<file path="config.mk">
export PLATFORM = sky130hd
export DESIGN_NAME = region_freeze_bridge
export DESIGN_NICKNAME = d
export VERILOG_FILES = /design/src/rtl/region_freeze_pkg.sv /design/src/rtl/region_freeze_gate.sv /design/src/rtl/region_freeze_ctrl.sv /design/src/rtl/region_freeze_bridge.sv
export SDC_FILE = /design/constraint.sdc
export NUM_CORES = 1
export LEC_CHECK = 0
export ABC_AREA = 1
export BUFFER_PORTS_ARGS = -buffer_cell sky130_fd_sc_hd__buf_2
export CORE_MARGIN = 5
export CORE_UTILIZATION = 29
export DETAILED_ROUTE_END_ITERATION = 16
export GPL_TIMING_DRIVEN = 0
export HOLD_SLACK_MARGIN = 0.08
export PLACE_DENSITY = 0.87
export RECOVER_POWER = 100
export SLEW_MARGIN = 20
export SYNTH_ARGS = -nofsm -noshare
export SYNTH_HDL_FRONTEND = slang
export SYNTH_HIERARCHICAL = 1
export SYNTH_SLANG_ARGS = --single-unit
</file>
<file path="constraint.sdc">
create_clock -name clk -period 1.9 [get_ports clk]
set_clock_uncertainty 0.05 [all_clocks]
set_input_delay 0.19 -clock clk [delete_from_list [all_inputs] [get_ports clk]]
set_output_delay 0.19 -clock clk [all_outputs]
set_load 0.1 [all_outputs]
</file>
<file path="src/rtl/region_freeze_pkg.sv">
package region_freeze_pkg;

  localparam int CSR_W = 32;
  localparam int CTRL_W = 3;
  localparam int ILL_W = 4;

  localparam int OFF_STATUS = 0;
  localparam int OFF_CTRL = 4;
  localparam int OFF_ILLEGAL = 8;
  localparam int OFF_VERSION = 12;
  localparam logic [CSR_W-1:0] LAYOUT_VERSION = 32'd2;

  localparam int CB_FREEZE = 0;
  localparam int CB_RESET = 1;
  localparam int CB_UNFREEZE = 2;

  localparam int IB_BOTH = 0;
  localparam int IB_FRZ_DRAIN = 1;
  localparam int IB_UNF_DRAIN = 2;
  localparam int IB_RST_OPEN = 3;

  typedef enum logic [1:0] {
    ST_OPEN = 2'd0,
    ST_DRAIN = 2'd1,
    ST_FROZEN = 2'd2
  } frzState_t;

  typedef struct packed {
    logic passEn;
    logic blockNew;
    logic localErr;
    logic regionRst;
  } gateCtl_t;

endpackage

</file>
<file path="src/rtl/region_freeze_gate.sv">
module region_freeze_gate
  import region_freeze_pkg::*;
#(
  parameter int DATA_W = 32,
  parameter int MAX_OUT = 4
) (
  input  logic              clk,
  input  logic              rstN,
  input  gateCtl_t          gateCtl,
  output logic              drainIdle,
  input  logic              hostReqValid,
  output logic              hostReqReady,
  input  logic [DATA_W-1:0] hostReqData,
  output logic              hostRspValid,
  output logic [DATA_W-1:0] hostRspData,
  output logic              hostRspErr,
  output logic              regReqValid,
  input  logic              regReqReady,
  output logic [DATA_W-1:0] regReqData,
  input  logic              regRspValid,
  input  logic [DATA_W-1:0] regRspData
);

  localparam int CNT_W = $clog2(MAX_OUT + 1);
  localparam logic [CNT_W-1:0] CNT_MAX = CNT_W'(MAX_OUT);

  logic [CNT_W-1:0] cntQ;
  logic errPendQ;
  logic fwdOk;
  logic reqFire;
  logic rspPass;

  assign fwdOk = gateCtl.passEn && !errPendQ && (cntQ < CNT_MAX);
  assign regReqValid = hostReqValid && fwdOk;
  assign regReqData = hostReqData;
  assign reqFire = regReqValid && regReqReady;

  always_comb begin
    if (gateCtl.localErr) hostReqReady = 1'b1;
    else if (gateCtl.blockNew) hostReqReady = 1'b0;
    else hostReqReady = fwdOk && regReqReady;
  end

  assign rspPass = regRspValid && !gateCtl.localErr;
  assign hostRspValid = errPendQ || rspPass;
  assign hostRspData = errPendQ ? '0 : regRspData;
  assign hostRspErr = errPendQ;
  assign drainIdle = (cntQ == '0);

  always_ff @(posedge clk) begin
    if (!rstN) begin
      cntQ <= '0;
      errPendQ <= 1'b0;
    end else begin
      errPendQ <= gateCtl.localErr && hostReqValid;
      if (reqFire && !(rspPass && cntQ != '0)) cntQ <= cntQ + 1'b1;
      else if (!reqFire && rspPass && cntQ != '0) cntQ <= cntQ - 1'b1;
    end
  end

  assert_frozen_no_forward_R6 : assert property (@(posedge clk) disable iff (!rstN)
    gateCtl.localErr |-> !regReqValid);

  assert_err_reply_R6 : assert property (@(posedge clk) disable iff (!rstN)
    (gateCtl.localErr && hostReqValid) |=> (hostRspValid && hostRspErr));

  assert_cnt_bound_R4 : assert property (@(posedge clk) disable iff (!rstN)
    cntQ <= CNT_MAX);

  assert_drain_stall_R5 : assert property (@(posedge clk) disable iff (!rstN)
    gateCtl.blockNew |-> !hostReqReady);

endmodule

</file>
<file path="src/rtl/region_freeze_ctrl.sv">
module region_freeze_ctrl
  import region_freeze_pkg::*;
#(
  parameter int ADDR_W = 4
) (
  input  logic              clk,
  input  logic              rstN,
  input  logic              csrWrEn,
  input  logic [ADDR_W-1:0] csrAddr,
  input  logic [CSR_W-1:0]  csrWrData,
  output logic [CSR_W-1:0]  csrRdData,
  input  logic              drainIdle,
  output gateCtl_t          gateCtl
);

  localparam logic [ADDR_W-1:0] A_STATUS = ADDR_W'(OFF_STATUS);
  localparam logic [ADDR_W-1:0] A_CTRL = ADDR_W'(OFF_CTRL);
  localparam logic [ADDR_W-1:0] A_ILLEGAL = ADDR_W'(OFF_ILLEGAL);
  localparam logic [ADDR_W-1:0] A_VERSION = ADDR_W'(OFF_VERSION);

  frzState_t stateQ, stateD;
  logic [CTRL_W-1:0] ctrlQ;
  logic [ILL_W-1:0] illQ;
  logic [ILL_W-1:0] illHit;
  logic ctrlWr, ctrlOk, illClr;
  logic reqFrz, reqRst, reqUnf;
  logic unusedWrBits;

  assign unusedWrBits = ^csrWrData[CSR_W-1:CTRL_W];
  assign ctrlWr = csrWrEn && (csrAddr == A_CTRL);
  assign illClr = csrWrEn && (csrAddr == A_ILLEGAL) && csrWrData[0];
  assign reqFrz = csrWrData[CB_FREEZE];
  assign reqRst = csrWrData[CB_RESET];
  assign reqUnf = csrWrData[CB_UNFREEZE];

  always_comb begin
    illHit = '0;
    if (ctrlWr) begin
      if (reqFrz && reqUnf) begin
        illHit[IB_BOTH] = 1'b1;
      end else begin
        if (reqFrz && stateQ == ST_DRAIN) illHit[IB_FRZ_DRAIN] = 1'b1;
        if (reqUnf && stateQ == ST_DRAIN) illHit[IB_UNF_DRAIN] = 1'b1;
        if (reqRst && stateQ != ST_FROZEN) illHit[IB_RST_OPEN] = 1'b1;
      end
    end
    ctrlOk = ctrlWr && (illHit == '0);
  end

  always_comb begin
    stateD = stateQ;
    unique case (stateQ)
      ST_OPEN: if (ctrlOk && reqFrz) stateD = ST_DRAIN;
      ST_DRAIN: if (drainIdle) stateD = ST_FROZEN;
      ST_FROZEN: if (ctrlOk && reqUnf) stateD = ST_OPEN;
      default: stateD = ST_OPEN;
    endcase
  end

  always_ff @(posedge clk) begin
    if (!rstN) begin
      stateQ <= ST_OPEN;
      ctrlQ <= '0;
      illQ <= '0;
    end else begin
      stateQ <= stateD;
      if (ctrlOk) ctrlQ <= csrWrData[CTRL_W-1:0];
      if (illClr) illQ <= '0;
      else illQ <= illQ | illHit;
    end
  end

  always_comb begin
    gateCtl.passEn = (stateQ == ST_OPEN);
    gateCtl.blockNew = (stateQ == ST_DRAIN);
    gateCtl.localErr = (stateQ == ST_FROZEN);
    gateCtl.regionRst = (stateQ == ST_FROZEN) && ctrlQ[CB_RESET];
  end

  always_comb begin
    csrRdData = '0;
    unique case (csrAddr)
      A_STATUS: csrRdData[1:0] = {stateQ == ST_OPEN, stateQ == ST_FROZEN};
      A_CTRL: csrRdData[CTRL_W-1:0] = ctrlQ;
      A_ILLEGAL: csrRdData[ILL_W-1:0] = illQ;
      A_VERSION: csrRdData = LAYOUT_VERSION;
      default: csrRdData = '0;
    endcase
  end

  assert_drain_waits_R5 : assert property (@(posedge clk) disable iff (!rstN)
    (stateQ == ST_DRAIN && !drainIdle) |=> (stateQ == ST_DRAIN));

  assert_refused_keeps_R10 : assert property (@(posedge clk) disable iff (!rstN)
    (ctrlWr && illHit != '0 && stateQ != ST_DRAIN) |=> ($stable(stateQ) && $stable(ctrlQ)));

  assert_ill_sticky_R11 : assert property (@(posedge clk) disable iff (!rstN)
    (illQ != '0 && !illClr) |=> (illQ != '0));

  assert_clear_keeps_state_R8 : assert property (@(posedge clk) disable iff (!rstN)
    (ctrlWr && csrWrData[CTRL_W-1:0] == '0 && stateQ != ST_DRAIN) |=> $stable(stateQ));

endmodule

</file>
<file path="src/rtl/region_freeze_bridge.sv">
module region_freeze_bridge
  import region_freeze_pkg::*;
#(
  parameter int DATA_W = 32,
  parameter int MAX_OUT = 4,
  parameter int ADDR_W = 4
) (
  input  logic              clk,
  input  logic              rstN,
  input  logic              csrWrEn,
  input  logic [ADDR_W-1:0] csrAddr,
  input  logic [31:0]       csrWrData,
  output logic [31:0]       csrRdData,
  input  logic              hostReqValid,
  output logic              hostReqReady,
  input  logic [DATA_W-1:0] hostReqData,
  output logic              hostRspValid,
  output logic [DATA_W-1:0] hostRspData,
  output logic              hostRspErr,
  output logic              regReqValid,
  input  logic              regReqReady,
  output logic [DATA_W-1:0] regReqData,
  input  logic              regRspValid,
  input  logic [DATA_W-1:0] regRspData,
  output logic              regionRst
);

  gateCtl_t gateCtl;
  logic drainIdle;

  region_freeze_ctrl #(.ADDR_W(ADDR_W)) ctrlUnit (
    .clk(clk), .rstN(rstN), .csrWrEn(csrWrEn), .csrAddr(csrAddr),
    .csrWrData(csrWrData), .csrRdData(csrRdData),
    .drainIdle(drainIdle), .gateCtl(gateCtl)
  );

  region_freeze_gate #(.DATA_W(DATA_W), .MAX_OUT(MAX_OUT)) gateUnit (
    .clk(clk), .rstN(rstN), .gateCtl(gateCtl), .drainIdle(drainIdle),
    .hostReqValid(hostReqValid), .hostReqReady(hostReqReady), .hostReqData(hostReqData),
    .hostRspValid(hostRspValid), .hostRspData(hostRspData), .hostRspErr(hostRspErr),
    .regReqValid(regReqValid), .regReqReady(regReqReady), .regReqData(regReqData),
    .regRspValid(regRspValid), .regRspData(regRspData)
  );

  assign regionRst = gateCtl.regionRst;

endmodule

</file>
==> qor.csv <==
stage,metric,value,unit
global_routing,initial antenna violation count,0,
global_routing,grt ovf,0,
global_routing,first-pass GRT wire length,7.94,mm
critical_path,worst endpoint required time,1660,ps
critical_path,critical path class,flip-flop to output pin,
critical_path,slowest cell delay on critical path,370,ps
worst_hold_path,hold endpoint,gateUnit/hostRspErr,
logic_synthesis,count of state elements after synthesis,13,
pwr,share of power burned in registers,0.161,
timing,slew at the pin closest to its max-slew limit,1190,ps
worst_hold_path,Hold Crit Depth,3,
logic_synthesis,Syn Area/Cell,6.20,µm²
logic_synthesis,Area contributors post-synth,"buf_4, dfxtp_1, inv_1",
logic_synthesis,"EDFF count, synth",0,
timing,relative slew slack,0.212,
timing,fmax,0.546,GHz
pwr,Switch Pwr,1.32,mW
logic_synthesis,post-synthesis mux area share,0,
die,initial core utilization,0.301,
logic_synthesis,Synth Warn #,6,
layout,Post-Layout Cell Count,474,
routing,DRC errors left,0,
die,Placeable Area,0.00514,mm²
logic_synthesis,"FFs w/ async S/R, synth",0,
die,Die Area,0.00690,mm²
timing,Final Hold Fails,0,
critical_path,Worst Setup Start Kind,flip-flop,
critical_path,cell repeated most along the worst path,inv_2,
routing,Post-Route WL,5.27,mm
logic_synthesis,adder-cell share of the synthesized area,0.0129,
placed_design,GPL Wtd Cong,0.899,
logic_synthesis,Synth top area share,0.296,
routing,Antenna Nets Post-Route,0,
timing,post-route setup slack,67.4,ps
critical_path,slowest CP cell,dfxtp_4,
pwr,Net Sw Frac,0.637,
layout,Nets,512,
routing,detailed-route wire length per cell,11.1,µm
global_routing,Total Routing Usage GR,0.134,
layout,layout cell share with drive strength beyond 1,0.473,
outcome,status,completed,
cts,clk buf depth,2,
pwr,clock share of power,0.115,
critical_path,Critical R2R Capture,gateUnit/cntQ[2],
global_routing,largest net degree at the start of global routing,11,
cts,Num CTS Buffers,3,
logic_synthesis,cell area after synthesis,0.00155,mm²
pwr,Int Pwr,753,µW
placed_design,placed instance count,464,
cts,clock root buffer,clkbuf_8,
timing,count of final max-slew check failures,0,
logic_synthesis,Syn Inst Count,250,
timing,final setup fails,0,
logic_synthesis,largest family of logic cells by synthesized area,buffers and inverters,
critical_path,Crit. End Element,output pin,
cts,CTS Sinks,13,
routing,Via Count,1824,
logic_synthesis,Unique masters post-synth,24,
routing,starting DRC count in detailed routing,44,
critical_path,r2r startpoint,ctrlUnit/stateQ[1],
logic_synthesis,Post-Synth XOR/XNOR Area,0,
timing,min cycle time layout,1830,ps
critical_path,Worst Path Arrival,1590,ps
pwr,Comb power frac,0.723,
logic_synthesis,post-synthesis sequential area ratio,0.168,
layout,Area Growth Syn to Fin,58.1,%
pwr,Peak VDD IR,0.320,mV
cts,clk slew on worst S/H paths,50,ps
critical_path,crit path cell chain,inv_2 -> nor2_4 -> inv_1 -> nand2_1 -> inv_2 -> or2_2 -> buf_2,
global_routing,vias in the first global route,1746,
routing,Via density,3.85,
cts,clk_lat worst skew,240,ps
timing,"Period Utilization, post-route",0.965,
pwr,leakage power,1.45,nW
critical_path,CP max FO,4,
routing,TritonRoute pass-1 iters,4,
die,Ports,207,
placed_design,PortBufs,117,
die,Die Y,83.1,µm
placed_design,"Cell Area, Placed",0.00236,mm²
die,row count,26,
logic_synthesis,"Top FF cell, synth",dfxtp_1,
worst_hold_path,Hold Path Class,primary input to flip-flop,
logic_synthesis,Simple-Gate Fraction of Synth Area,0.306,
layout,ant diodes,0,
die,Die Wd,83.1,µm
pwr,Cell Pwr Density,847,mW/mm²
placed_design,worst slack at placement,-117,ps
run,maxcap violations,0,
critical_path,"setup slack, reg-to-reg",80,ps
layout,design area,0.00245,mm²
logic_synthesis,"area leader, netlist",buf_4,
logic_synthesis,post-synthesis compound-gate area fraction,0.0695,
cts,htree depth,1,
placed_design,dpl hpwl,4.70,mm
cts,Hold Buf Count CTS,0,
worst_hold_path,hold path start,hostReqValid,
critical_path,Worst Reg-to-Reg Cells,12,
layout,filler instances,553,
cts,CTS tree,done,
## cell families after synthesis
| logic type | after synthesis |
|---|---|
| adders and majority gates | 1 |
| AOI/OAI and AO/OA | 19 |
| and+or+nand+nor | 97 |
| DFF | 13 |
| other | 1 |
| buffers and inverters | 119 |
## area by class of cell
type | count | area, µm² | area share
flip-flops and latches | 13 | 272 | 0.111
clock buffers | 4 | 45.0 | 0.0184
plain buffers | 65 | 480 | 0.196
inverters | 54 | 203 | 0.0828
well taps | 70 | 87.6 | 0.0358
repair buffers | 123 | 588 | 0.240
multi-input cells | 145 | 773 | 0.316
## cells in the final DEF, fill, tap and decap left out, drive strengths merged
master,synthesis,routed
buf,62,149
inv,54,54
nor2,49,49
clkbuf,3,43
conb,1,28
nand2,26,26
nand3,15,15
a21oi,13,13
dfxtp,13,13
o21ai,4,4
nand4,3,3
o211ai,2,2
or2,2,2
nor3,2,2
fa,1,1
## worst max-delay path by stage
stage / start / endpoint
after global routing: ctrlUnit/stateQ[1] / gateUnit/cntQ[2]
after CTS: ctrlUnit/stateQ[1] / gateUnit/cntQ[2]
after floorplan: gateUnit/hostRspErr / hostReqReady
after detailed placement: ctrlUnit/stateQ[1] / gateUnit/cntQ[2]
final: ctrlUnit/stateQ[1] / hostRspValid
after global placement: ctrlUnit/stateQ[1] / gateUnit/cntQ[2]
## layer usage
metal	global-route usage	vias up	wire length (µm)
met5	0	-	0
met4	0.00594	0	0
met3	0.0604	0	617
met2	0.256	104	2800
met1	0.140	762	1850
li1	-	958	-
## through the flow
stage / TNS, ps / hold WS [ps] / power, mW / utilization
final: 0 / 139 / 2.07 / 0.476
after global routing: -39.1 / 152 / 2.18 / 0.476
after CTS: 0 / 134 / 2.02 / 0.470
after detailed placement: -117 / 392 / 1.77 / 0.459
after global placement: -65.2 / 383 / 1.75 / 0.459
after floorplan: -13380 / 244 / 1.58 / -
## worst max-delay path: cells and delay by family, from the launching register on
| kind | cells | cell delay, ps |
|---|---|---|
| DFF | 1 | 370 |
| buffers and inverters | 4 | 480 |
| and+or+nand+nor | 3 | 490 |
## Yosys cell counts (3+ instances only)
cell type,n
buf_4,61
inv_1,52
nor2_1,45
nand2_1,21
dfxtp_1,13
a21oi_1,12
nand3_1,12
nand2_2,5
nor2_4,4
clkbuf_1,3
nand4_1,3
o21ai_0,3
## state kept, by name (all words and copies together) (netlist names)
| signal | flops |
|---|---|
| ctrlUnit/illQ | 4 |
| ctrlUnit/ctrlQ | 3 |
| gateUnit/cntQ | 3 |
| ctrlUnit/stateQ | 2 |
| gateUnit/hostRspErr | 1 |
## power by group through the flow
stage                     Combinational, mW  Sequential (mW)  Clock [mW]
after floorplan                        1.25            0.336           0
after global placement                 1.41            0.340           0
after detailed placement               1.43            0.341           0
after CTS                              1.44            0.335       0.249
after global routing                   1.58            0.339       0.267
final                                  1.50            0.334       0.239
## repair_timing
| action | CTS | global route |
|---|---|---|
| endpoints found under the setup margin | 4 | 4 |
| resized for setup | 4 | 15 |
| endpoints found under the hold margin | 0 | 0 |
| buffers inserted | 0 | 6 |
| pin swaps | 0 | 7 |
No activity file was read; power rests on OpenSTA's default activity.
